File: src/rtl/rlog_pkg.sv
package rlog_pkg;
  // strobes from control to the log datapath
  typedef struct packed {
    logic logWrite;   // store one master entry
    logic slaveLoad;  // read one entry for a slave load
  } logStrobe_t;
endpackage

File: src/rtl/rlog_ctrl.sv
module rlog_ctrl
  import rlog_pkg::*;
#(
  parameter int LOG_DEPTH = 16,
  parameter int NUM_SLOTS = 5,
  localparam int IDX_W  = $clog2(LOG_DEPTH),
  localparam int PTR_W  = IDX_W + 1,
  localparam int SLOT_W = (NUM_SLOTS > 1) ? $clog2(NUM_SLOTS) : 1,
  localparam int CNT_W  = $clog2(NUM_SLOTS + 1)
) (
  input  logic             clk,
  input  logic             rstN,
  input  logic             mAppend,
  input  logic             mCommit,
  input  logic             sReq,
  input  logic             sIsStore,
  input  logic             sVerify,
  input  logic             sAbort,
  output logic             mStall,
  output logic             sStall,
  output logStrobe_t       strobe,
  output logic [IDX_W-1:0] wrIdx,
  output logic [IDX_W-1:0] rdIdx
);

  logic [PTR_W-1:0] wrPtr, rdPtr, tailPtr, openStart;
  logic [PTR_W-1:0] slotStart [NUM_SLOTS];
  logic [SLOT_W-1:0] headSlot, tailSlot;
  logic [CNT_W-1:0] chunkCnt;

  logic logFull, slotsFull, wrGo, commitGo, verifyGo, sGo;
  logic [PTR_W-1:0] nextStart;

  function automatic logic [SLOT_W-1:0] slotInc(input logic [SLOT_W-1:0] s);
    return (s == SLOT_W'(NUM_SLOTS - 1)) ? '0 : s + SLOT_W'(1);
  endfunction

  // ring is full when the pointers differ only in the wrap bit
  assign logFull   = (wrPtr[IDX_W] != tailPtr[IDX_W]) &&
                     (wrPtr[IDX_W-1:0] == tailPtr[IDX_W-1:0]);
  assign slotsFull = (chunkCnt == CNT_W'(NUM_SLOTS));
  assign mStall    = logFull || slotsFull;
  // the slave may read only up to the start of the open chunk
  assign sStall    = (rdPtr == openStart);

  assign wrGo     = mAppend && !mStall && !sAbort;
  assign commitGo = mCommit && !mStall && !sAbort;
  assign verifyGo = sVerify && !sAbort && (chunkCnt != '0);
  assign sGo      = sReq && !sStall && !sAbort;

  // start of the chunk after the oldest one; the open chunk when only one is pending
  assign nextStart = (chunkCnt > CNT_W'(1)) ? slotStart[slotInc(tailSlot)] : openStart;

  assign strobe.logWrite  = wrGo;
  assign strobe.slaveLoad = sGo && !sIsStore;
  assign wrIdx = wrPtr[IDX_W-1:0];
  assign rdIdx = rdPtr[IDX_W-1:0];

  always_ff @(posedge clk or negedge rstN) begin
    if (!rstN) begin
      wrPtr     <= '0;
      rdPtr     <= '0;
      tailPtr   <= '0;
      openStart <= '0;
      headSlot  <= '0;
      tailSlot  <= '0;
      chunkCnt  <= '0;
      for (int i = 0; i < NUM_SLOTS; i++) slotStart[i] <= '0;
    end else if (sAbort) begin
      wrPtr     <= tailPtr;
      rdPtr     <= tailPtr;
      openStart <= tailPtr;
      headSlot  <= tailSlot;
      chunkCnt  <= '0;
    end else begin
      if (wrGo) wrPtr <= wrPtr + PTR_W'(1);
      if (commitGo) begin
        slotStart[headSlot] <= openStart;
        headSlot            <= slotInc(headSlot);
        openStart           <= wrPtr + (wrGo ? PTR_W'(1) : PTR_W'(0));
      end
      if (sGo) rdPtr <= rdPtr + PTR_W'(1);
      if (verifyGo) begin
        tailPtr  <= nextStart;
        tailSlot <= slotInc(tailSlot);
      end
      chunkCnt <= chunkCnt + CNT_W'(commitGo) - CNT_W'(verifyGo);
    end
  end

endmodule

File: src/rtl/rlog_datapath.sv
module rlog_datapath
  import rlog_pkg::*;
#(
  parameter int ADDR_W    = 16,
  parameter int DATA_W    = 32,
  parameter int LOG_DEPTH = 16,
  localparam int IDX_W = $clog2(LOG_DEPTH),
  localparam int ENT_W = 1 + ADDR_W + DATA_W
) (
  input  logic              clk,
  input  logic              rstN,
  input  logStrobe_t        strobe,
  input  logic [IDX_W-1:0]  wrIdx,
  input  logic [IDX_W-1:0]  rdIdx,
  input  logic              mIsStore,
  input  logic [ADDR_W-1:0] mAddr,
  input  logic [DATA_W-1:0] mValue,
  input  logic [ADDR_W-1:0] sAddr,
  output logic              sValid,
  output logic [DATA_W-1:0] sValue,
  output logic              sMismatch
);

  // entry layout: {kind, address, value}, kind 1 = store
  logic [ENT_W-1:0] logMem [LOG_DEPTH];
  logic [ENT_W-1:0] rdEntry;
  logic             entKind;
  logic [ADDR_W-1:0] entAddr;
  logic [DATA_W-1:0] entValue;

  always_ff @(posedge clk) begin
    if (strobe.logWrite) logMem[wrIdx] <= {mIsStore, mAddr, mValue};
  end

  assign rdEntry = logMem[rdIdx];
  assign {entKind, entAddr, entValue} = rdEntry;

  always_ff @(posedge clk or negedge rstN) begin
    if (!rstN) begin
      sValid    <= 1'b0;
      sValue    <= '0;
      sMismatch <= 1'b0;
    end else begin
      sValid <= strobe.slaveLoad;
      if (strobe.slaveLoad) begin
        sValue    <= entValue;
        sMismatch <= entKind || (entAddr != sAddr);
      end else begin
        sMismatch <= 1'b0;
      end
    end
  end

endmodule

File: src/rtl/rlog_buffer.sv
module rlog_buffer
  import rlog_pkg::*;
#(
  parameter int ADDR_W    = 16,
  parameter int DATA_W    = 32,
  parameter int LOG_DEPTH = 16,
  parameter int NUM_SLOTS = 5,
  localparam int IDX_W = $clog2(LOG_DEPTH)
) (
  input  logic              clk,
  input  logic              rstN,
  input  logic              mAppend,
  input  logic              mIsStore,
  input  logic [ADDR_W-1:0] mAddr,
  input  logic [DATA_W-1:0] mValue,
  input  logic              mCommit,
  output logic              mStall,
  input  logic              sReq,
  input  logic              sIsStore,
  input  logic [ADDR_W-1:0] sAddr,
  output logic              sValid,
  output logic [DATA_W-1:0] sValue,
  output logic              sMismatch,
  output logic              sStall,
  input  logic              sVerify,
  input  logic              sAbort
);

  logStrobe_t       strobe;
  logic [IDX_W-1:0] wrIdx, rdIdx;

  rlog_ctrl #(.LOG_DEPTH(LOG_DEPTH), .NUM_SLOTS(NUM_SLOTS)) uCtrl (
    .clk(clk), .rstN(rstN), .mAppend(mAppend), .mCommit(mCommit),
    .sReq(sReq), .sIsStore(sIsStore), .sVerify(sVerify), .sAbort(sAbort),
    .mStall(mStall), .sStall(sStall), .strobe(strobe),
    .wrIdx(wrIdx), .rdIdx(rdIdx)
  );

  rlog_datapath #(.ADDR_W(ADDR_W), .DATA_W(DATA_W), .LOG_DEPTH(LOG_DEPTH)) uData (
    .clk(clk), .rstN(rstN), .strobe(strobe), .wrIdx(wrIdx), .rdIdx(rdIdx),
    .mIsStore(mIsStore), .mAddr(mAddr), .mValue(mValue), .sAddr(sAddr),
    .sValid(sValid), .sValue(sValue), .sMismatch(sMismatch)
  );

endmodule

File: config.mk
export PLATFORM = sky130hd
export DESIGN_NAME = rlog_buffer
export DESIGN_NICKNAME = d
export VERILOG_FILES = /design/src/rtl/rlog_pkg.sv /design/src/rtl/rlog_ctrl.sv /design/src/rtl/rlog_datapath.sv /design/src/rtl/rlog_buffer.sv
export SDC_FILE = /design/constraint.sdc
export NUM_CORES = 1
export LEC_CHECK = 0
export BUFFER_PORTS_ARGS = -buffer_cell sky130_fd_sc_hd__buf_2
export CAP_MARGIN = 20
export CORE_ASPECT_RATIO = 0.5
export CORE_UTILIZATION = 23
export CTS_CLUSTER_DIAMETER = 150
export CTS_CLUSTER_SIZE = 28
export DETAILED_ROUTE_END_ITERATION = 10
export GPL_TIMING_DRIVEN = 0
export PLACE_DENSITY = 0.42
export SKIP_LAST_GASP = 1
export SLEW_MARGIN = 20
export SYNTH_ARGS = -nofsm -noshare
export SYNTH_HDL_FRONTEND = slang
export SYNTH_SLANG_ARGS = --single-unit
File: constraint.sdc
create_clock -name clk -period 7.1 [get_ports clk]
set_input_delay 0.355 -clock clk [delete_from_list [all_inputs] [get_ports clk]]
set_output_delay 0.355 -clock clk [all_outputs]
set_load 0.02 [all_outputs]
==> results of run 1 <==
worst max-delay path by stage:
stage	from	endpoint	slack, ns	depth (start not counted)
2_1_floorplan	uCtrl.wrPtr[1]	uData.logMem[0][0]	1.90	7
3_3_place_gp	uCtrl.tailPtr[2]	uData.logMem[3][18]	-4.51	7
3_5_place_dp	uCtrl.tailPtr[2]	uData.logMem[2][18]	3.48	11
4_1_cts	uCtrl.tailPtr[2]	uData.logMem[2][17]	3.44	11
5_1_grt	uCtrl.tailPtr[2]	uData.logMem[2][23]	3.23	11
6_report	uCtrl.wrPtr[1]	uData.logMem[2][17]	3.46	11
cell usage after synthesis (6+ instances only):
master / instances
edfxtp_1: 784
dfrtp_1: 88
buf_6: 10
mux4_2: 204
o22ai_1: 9
nor3_1: 10
nand4_1: 6
mux2i_1: 26
xor2_1: 17
mux2_2: 68
nor2b_1: 6
clkbuf_8: 7
nand2_1: 20
buf_2: 28
nor2_1: 43
mux4_1: 23
ha_1: 15
a211oi_1: 8
o21ai_0: 10
a22oi_1: 8
inv_1: 17
a21oi_1: 29
xnor2_1: 21
clkbuf_1: 18
buf_12: 14
final cells by class:
| type | count | area, um2 | area share |
|---|---|---|---|
| flip-flops and latches | 872 | 25740 | 0.6446 |
| multi-input cells | 569 | 7960 | 0.1993 |
| well taps | 1969 | 2464 | 0.06168 |
| repair buffers | 189 | 1898 | 0.04752 |
| clock buffers | 61 | 1016 | 0.02544 |
| plain buffers | 83 | 738.2 | 0.01848 |
| inverters | 19 | 71.32 | 0.001786 |
| clock inverters | 3 | 47.55 | 0.001190 |
state kept, by name, indices dropped and copies added, names as in the netlist:
| register | count |
|---|---|
| uData.sValue | 32 |
| uCtrl.rdPtr | 5 |
| uData.sValid | 1 |
| uData.sMismatch | 1 |
| uCtrl.wrPtr | 5 |
| uCtrl.tailPtr | 5 |
| uCtrl.tailSlot | 3 |
| uCtrl.chunkCnt | 3 |
| uCtrl.headSlot | 3 |
| uCtrl.slotStart | 25 |
| uData.logMem | 784 |
| uCtrl.openStart | 5 |
placed cells by master, fill, tap and decap left out, types with 5 or more instances in the layout:
cell type,count
edfxtp_1,784
mux4_2,204
buf_2,134
dfrtp_1,88
mux2_2,68
clkbuf_1,42
buf_12,38
clkbuf_16,37
nor2_1,31
a21oi_1,29
buf_4,28
mux2i_1,26
mux4_1,23
xnor2_1,21
buf_6,21
nand2_1,20
buf_16,20
inv_1,17
xor2_1,17
ha_1,15
nor2_4,12
o21ai_0,10
o22ai_1,9
a211oi_1,8
a22oi_1,8
clkbuf_8,7
nor3_1,6
nor2b_1,6
nand4_1,6
nand2b_1,5
nand3_1,5
through the flow:
step / setup slack [ns] / power (W) / cells
6_report: 3.459 / 0.01363 / 3765
3_5_place_dp: 3.482 / 0.01127 / 3700
5_1_grt: 3.232 / 0.01428 / 3765
4_1_cts: 3.442 / 0.01389 / 3765
2_1_floorplan: 1.899 / 0.009463 / 1543
3_3_place_gp: -4.514 / 0.01118 / 3619
logic make-up after synthesis:
logic type	count (synthesis)
xor gates and xnor gates	38
buffers and inverters	102
and+or+nand+nor	114
muxes	321
DFF	872
AOI/OAI and AO/OA	80
adders and majority gates	16
per-layer routing:
metal  share of wire  up-vias
met5         0.00013        -
met4           0.015        2
met3           0.034       78
met2            0.50      257
met1            0.46     8764
li1                -     6839
power breakdown:
group	switching, W	internal, W
Combinational	0.00263	0.00215
Sequential	0.000191	0.00603
Clock	0.00162	0.00101
Total	0.00443	0.00919
worst max-delay path: cells and delay by family, from the launching register on:
family                 cells  cell delay, ns
XOR/XNOR                   1            0.18
flip-flops                 1            0.53
AO/OA/AOI/OAI              1            0.33
buffers and inverters      5            1.17
AND/OR/NAND/NOR            4            1.14
==> impl_metrics.ini, run 1 <==
[outcome]
status = finished, final reports clean

[power]
p_leak_nw = 12.77
max-vdd-ir-drop_mv = 0.1486
power_density_nw_per_um2 = 341.2

[worst_setup_path]
crit_chain = xor2_1, nor3_1, a32oi_1, and3_1, clkbuf_1, nand2_1, nor3_2, buf_4, buf_4, buf_4, buf_4
crit_path_end_kind = flop
crit_fanout = 7
timing.rr.start = uCtrl.wrPtr[1]
reg2reg_depth = 11
rrSetupSlack_ns = 3.46
crit_top_cell = buf_4
rr_endpoint = uData.logMem[2][17]
cp.required_ns = 7.44
critPathLaunchType = flop
critPathMaxStageDelay_ns = 0.58
worstSetupPathType = reg -> reg
cp.arrival_ns = 3.98
crit_slowest_cell = nor3_2

[sta]
max_slew_margin = 0.2905
max_freq_mhz = 274.7
slew_violations = 0
period_share = 0.5128
period_minus_slack_ns = 3.641
finalSetupViolCount = 0
tightest_slew_ns = 1.064
final-hold-violation-count = 0
fin_skew_ns = 0.02888
rsz0062_at_grt = no
hold_slack_ns = 0.09828
tns_ns = 0

[hold_path]
hp-start = mAddr[3]
hold_path_end = uData.logMem[13][35]
hold_path_class = in -> reg
holdPathStages = 1

[placed_design]
postPlaceCellArea_um2 = 38870
hpwl_mm = 63.00
place_congestion = 0.7112
io_buffers = 107

[detailed_routing]
drc = 0
antenna_left = 0
vias_per_cell = 4.234
vias = 15940
routedWlPerCell_um = 25.07
dr.pass1.iters = 5
drtIter0Drc = 1270
wl_mm = 94.37

[floorplanning]
start_util = 0.2338
rows = 99
core_area_um2 = 147200
die_y_um = 275.5
die_area_um2 = 151200
die_w_um = 549.0
io_pins = 109

[grt]
grt-busiest-layer = met2
grt_usage = 0.1238
use_met2 = 0.2145
grt_pass1_wl_mm = 132.2
grt_util_met3 = 0.01589
use_met1 = 0.1678
grt_max_degree = 61
antenna_found_initial = 11
grt_pass1_vias = 16910
grt_overflow = 0

[clock_network]
path_clk_slew_ns = 0.12
cts_tree = built
cts_hold_buffers = 1
cts-htree-levels = 2
cts_root_buf = clkbuf_16
numCtsBuffers = 37
clk_latency_ns = 0.61
post_cts_buffers = 0
cts-resized-gates = 0
clock_sinks = 872
cts_buffer_depth = 3

[finish]
diodes = 0
stdcell_area_um2 = 39940
nets = 1860
drive_gt1_frac = 0.3263
synthToLayoutAreaGrowth_pct = 16.09
fill_cells = 14690
fin_util = 0.2714

[yosys]
synth_compound_area_frac = 0.01509
syn_area_per_cell_um2 = 22.30
synth_cell_types = 54
synth_top_family_by_area = multiplexers
synth.area.top_cells = edfxtp_1 68%, mux4_2 13%, dfrtp_1 6.4%
synth_top_area_share = 0.6843
synth_mux_area_frac = 0.1809
synthSimpleGateAreaFrac = 0.01644
netlist_area_um2 = 34400
synth_warnings = 0
synth_ff_type = edfxtp_1
ys_async_sr_fraction = 0.1009
ys_ff_latch = 872
yosysSeqAreaShare = 0.7483
synthAdderAreaFrac = 0.006037
synth_edf_count = 784
synthesis.nets = 1632
synthCells = 1543
synth_top_area_cell = edfxtp_1
yosys.area_share.xor_xnor = 0.009674

[run]
max-cap-violations = 0
(Power assumes the default switching activity.)
==> run 2: changes to the inputs <==
Settings changed: ABC_AREA from default to 1.
Clock period 7.1 ns to 3.5 ns, I/O delays scaled along.
==> impl_metrics.ini, run 2 <==
[outcome]
status = finished, final reports clean

[detailed_routing]
dr.pass1.iters = 8
wl_mm = 116.7
drtIter0Drc = 2072
vias_per_cell = 4.447
drc = 0
vias = 23360
antenna_left = 0
routedWlPerCell_um = 22.22

[yosys]
synth_top_area_share = 0.6623
synth.most_common_cell = edfxtp_1
synthAdderAreaFrac = 0.005843
yosys.area_share.xor_xnor = 0.004681
synth_top_area_cell = edfxtp_1
synth_cell_types = 38
synth_top_family_by_area = simple AND/OR/NAND/NOR gates
synth_edf_count = 784
synthSimpleGateAreaFrac = 0.1276
synthesis.nets = 3007
ys_async_sr_fraction = 0.1009
synth_mux_area_frac = 0
synthCells = 2918
netlist_area_um2 = 35550
synth_ff_type = edfxtp_1
synth_compound_area_frac = 0.09295
yosysSeqAreaShare = 0.7242
syn_area_per_cell_um2 = 12.18
synth.area.top_cells = edfxtp_1 66%, dfrtp_1 6.2%, nand2_1 5.5%
synth_common_cells = 784 x edfxtp_1, 521 x nand2_1, 391 x nor2_1
ys_ff_latch = 872
synth_warnings = 0

[sta]
period_share = 0.9338
max_freq_mhz = 306.0
finalSetupViolCount = 0
tns_ns = 0
final-hold-violation-count = 0
period_minus_slack_ns = 3.268
fin_ws_ns = 0.2318
fin_skew_ns = 0.03412
slew_violations = 0
max_slew_margin = 0.2844
tightest_slew_ns = 1.073
rsz0062_at_grt = no

[hold_path]
hold_path_class = in -> async

[worst_setup_path]
cp.arrival_ns = 3.61
critPathLaunchType = flop
crit_fanout = 18
worstSetupPathType = reg -> reg
crit_path_end_kind = flop
cp.required_ns = 3.84

[grt]
grt_max_degree = 51
grt_overflow = 0
grt_usage = 0.1479
antenna_found_initial = 12
grt_pass1_vias = 23430
grt_pass1_wl_mm = 167.8

[floorplanning]
die_y_um = 280.0
core_area_um2 = 152500
start_util = 0.2331
io_pins = 109
rows = 101
die_area_um2 = 156200
die_w_um = 558.0

[power]
p_leak_nw = 14.39
max-vdd-ir-drop_mv = 0.4393
p_total_w = 0.02924
power_density_nw_per_um2 = 702.3

[clock_network]
cts_tree = built
path_clk_slew_ns = 0.13
clk_latency_ns = 0.65
cts_root_buf = clkbuf_16
cts-htree-levels = 2
numCtsBuffers = 37
cts_buffer_depth = 3
clock_sinks = 872

[finish]
layout_commonest_cell = edfxtp_1
nets = 3257
stdcell_area_um2 = 41630
final_cell_mix = 784 x edfxtp_1, 521 x nand2_1, 375 x nor2_1
drive_gt1_frac = 0.1066
top_register = uData.logMem
synthToLayoutAreaGrowth_pct = 17.11
largest_reg_flops = 784
fill_cells = 15840
final_cells = 5253
top_regs = uData.logMem: 784 flops, uData.sValue: 32 flops, uCtrl.slotStart: 25 flops

[run]
max-cap-violations = 0

[placed_design]
pre_cts_ws_ns = 0.1735
placed_cells = 5135
hpwl_mm = 80.69
postPlaceCellArea_um2 = 39990
place_congestion = 0.7852
io_buffers = 108
run 2: cell types whose count changed after synthesis, sizes merged, moves of 55 or more:
cell / previous run / this run
nand2: 21 / 525
nor2: 43 / 394
o21ai: 10 / 353
mux4: 227 / 0
inv: 18 / 170
nand3: 5 / 144
o22ai: 9 / 80
mux2: 68 / 0
o221ai: 0 / 62
buf: 57 / 112
run 2: layout make-up:
class / instances / area (um2) / share of cell area
Multi-Input combinational cell: 1705 / 8333 / 0.2002
Timing Repair Buffer: 211 / 2286 / 0.05491
Inverter: 171 / 644.4 / 0.01548
Clock inverter: 3 / 66.31 / 0.001593
Tap cell: 2060 / 2577 / 0.06191
Clock buffer: 57 / 1022 / 0.02455
Antenna cell: 4 / 10.01 / 0.0002404
Sequential cell: 872 / 25740 / 0.6184
Buffer: 170 / 948.4 / 0.02278
run 2: timing repair:
action | CTS | global route
resized for setup | 0 | 0
setup buffers | 0 | 0
hold buffers | 54 | 0
endpoints found under the setup margin | 0 | 0
endpoints found under the hold margin | 880 | 0
run 2: worst max-delay path, cell delays in order (launching register included):
cell and delay (ns):
dfrtp_1 0.49, xor2_1 0.19, nor2_1 0.05, nand4_1 0.11, nand2_2 0.09, inv_2 0.09, nand3_1 0.24, inv_1 0.27
nand2_1 0.28, nor2_4 0.64, buf_12 0.27, buf_12 0.21
run 2: cells by family (layout without fill, tap and decap cells):
| family | Yosys count | count (layout) |
|---|---|---|
| AOI/OAI and AO/OA | 564 | 564 |
| xor gates and xnor gates | 19 | 19 |
| DFF | 872 | 872 |
| and+or+nand+nor | 1106 | 1106 |
| buffers and inverters | 341 | 612 |
| other | 0 | 4 |
| adders and majority gates | 16 | 16 |
run 2: per-layer routing:
metal	track usage	up-vias	share of wire
li1	-	10810	-
met1	0.1956	11870	0.45
met2	0.2551	569	0.48
met3	0.02014	121	0.047
met4	0.03534	0	0.022
met5	0	-	0
run 2: path summary, 6_finish.rpt:
kind	start	slack (ns)	cells past startpoint	endpoint
setup reg to reg	uCtrl.wrPtr[1]	0.23	11	uData.logMem[1][14]
hold reg to reg	uData.sValue[0]	0.50	1	uData.sValue[0]
min in group clk	sVerify	0.03	3	uCtrl.tailPtr[1]
hold / removal	rstN	0.03	2	uCtrl.slotStart[14]
max in group asynchronous	rstN	2.82	3	uData.sValue[11]
setup / recovery	uCtrl.wrPtr[1]	0.23	11	uData.logMem[1][14]
run 2: report_power, final:
part	switching [W]	total [W]	internal, W
clock network	0.00339	0.00548	0.00209
registers	0.000432	0.0126	0.0122
logic	0.00793	0.0111	0.00321
run 2: through the flow:
stage            util  hold WS [ns]
2_1_floorplan       -       -0.1206
3_3_place_gp   0.2535        0.4698
3_5_place_dp   0.2622        0.1421
4_1_cts        0.2729     0.0005846
5_1_grt        0.2729       0.04621
6_report       0.2729       0.02663
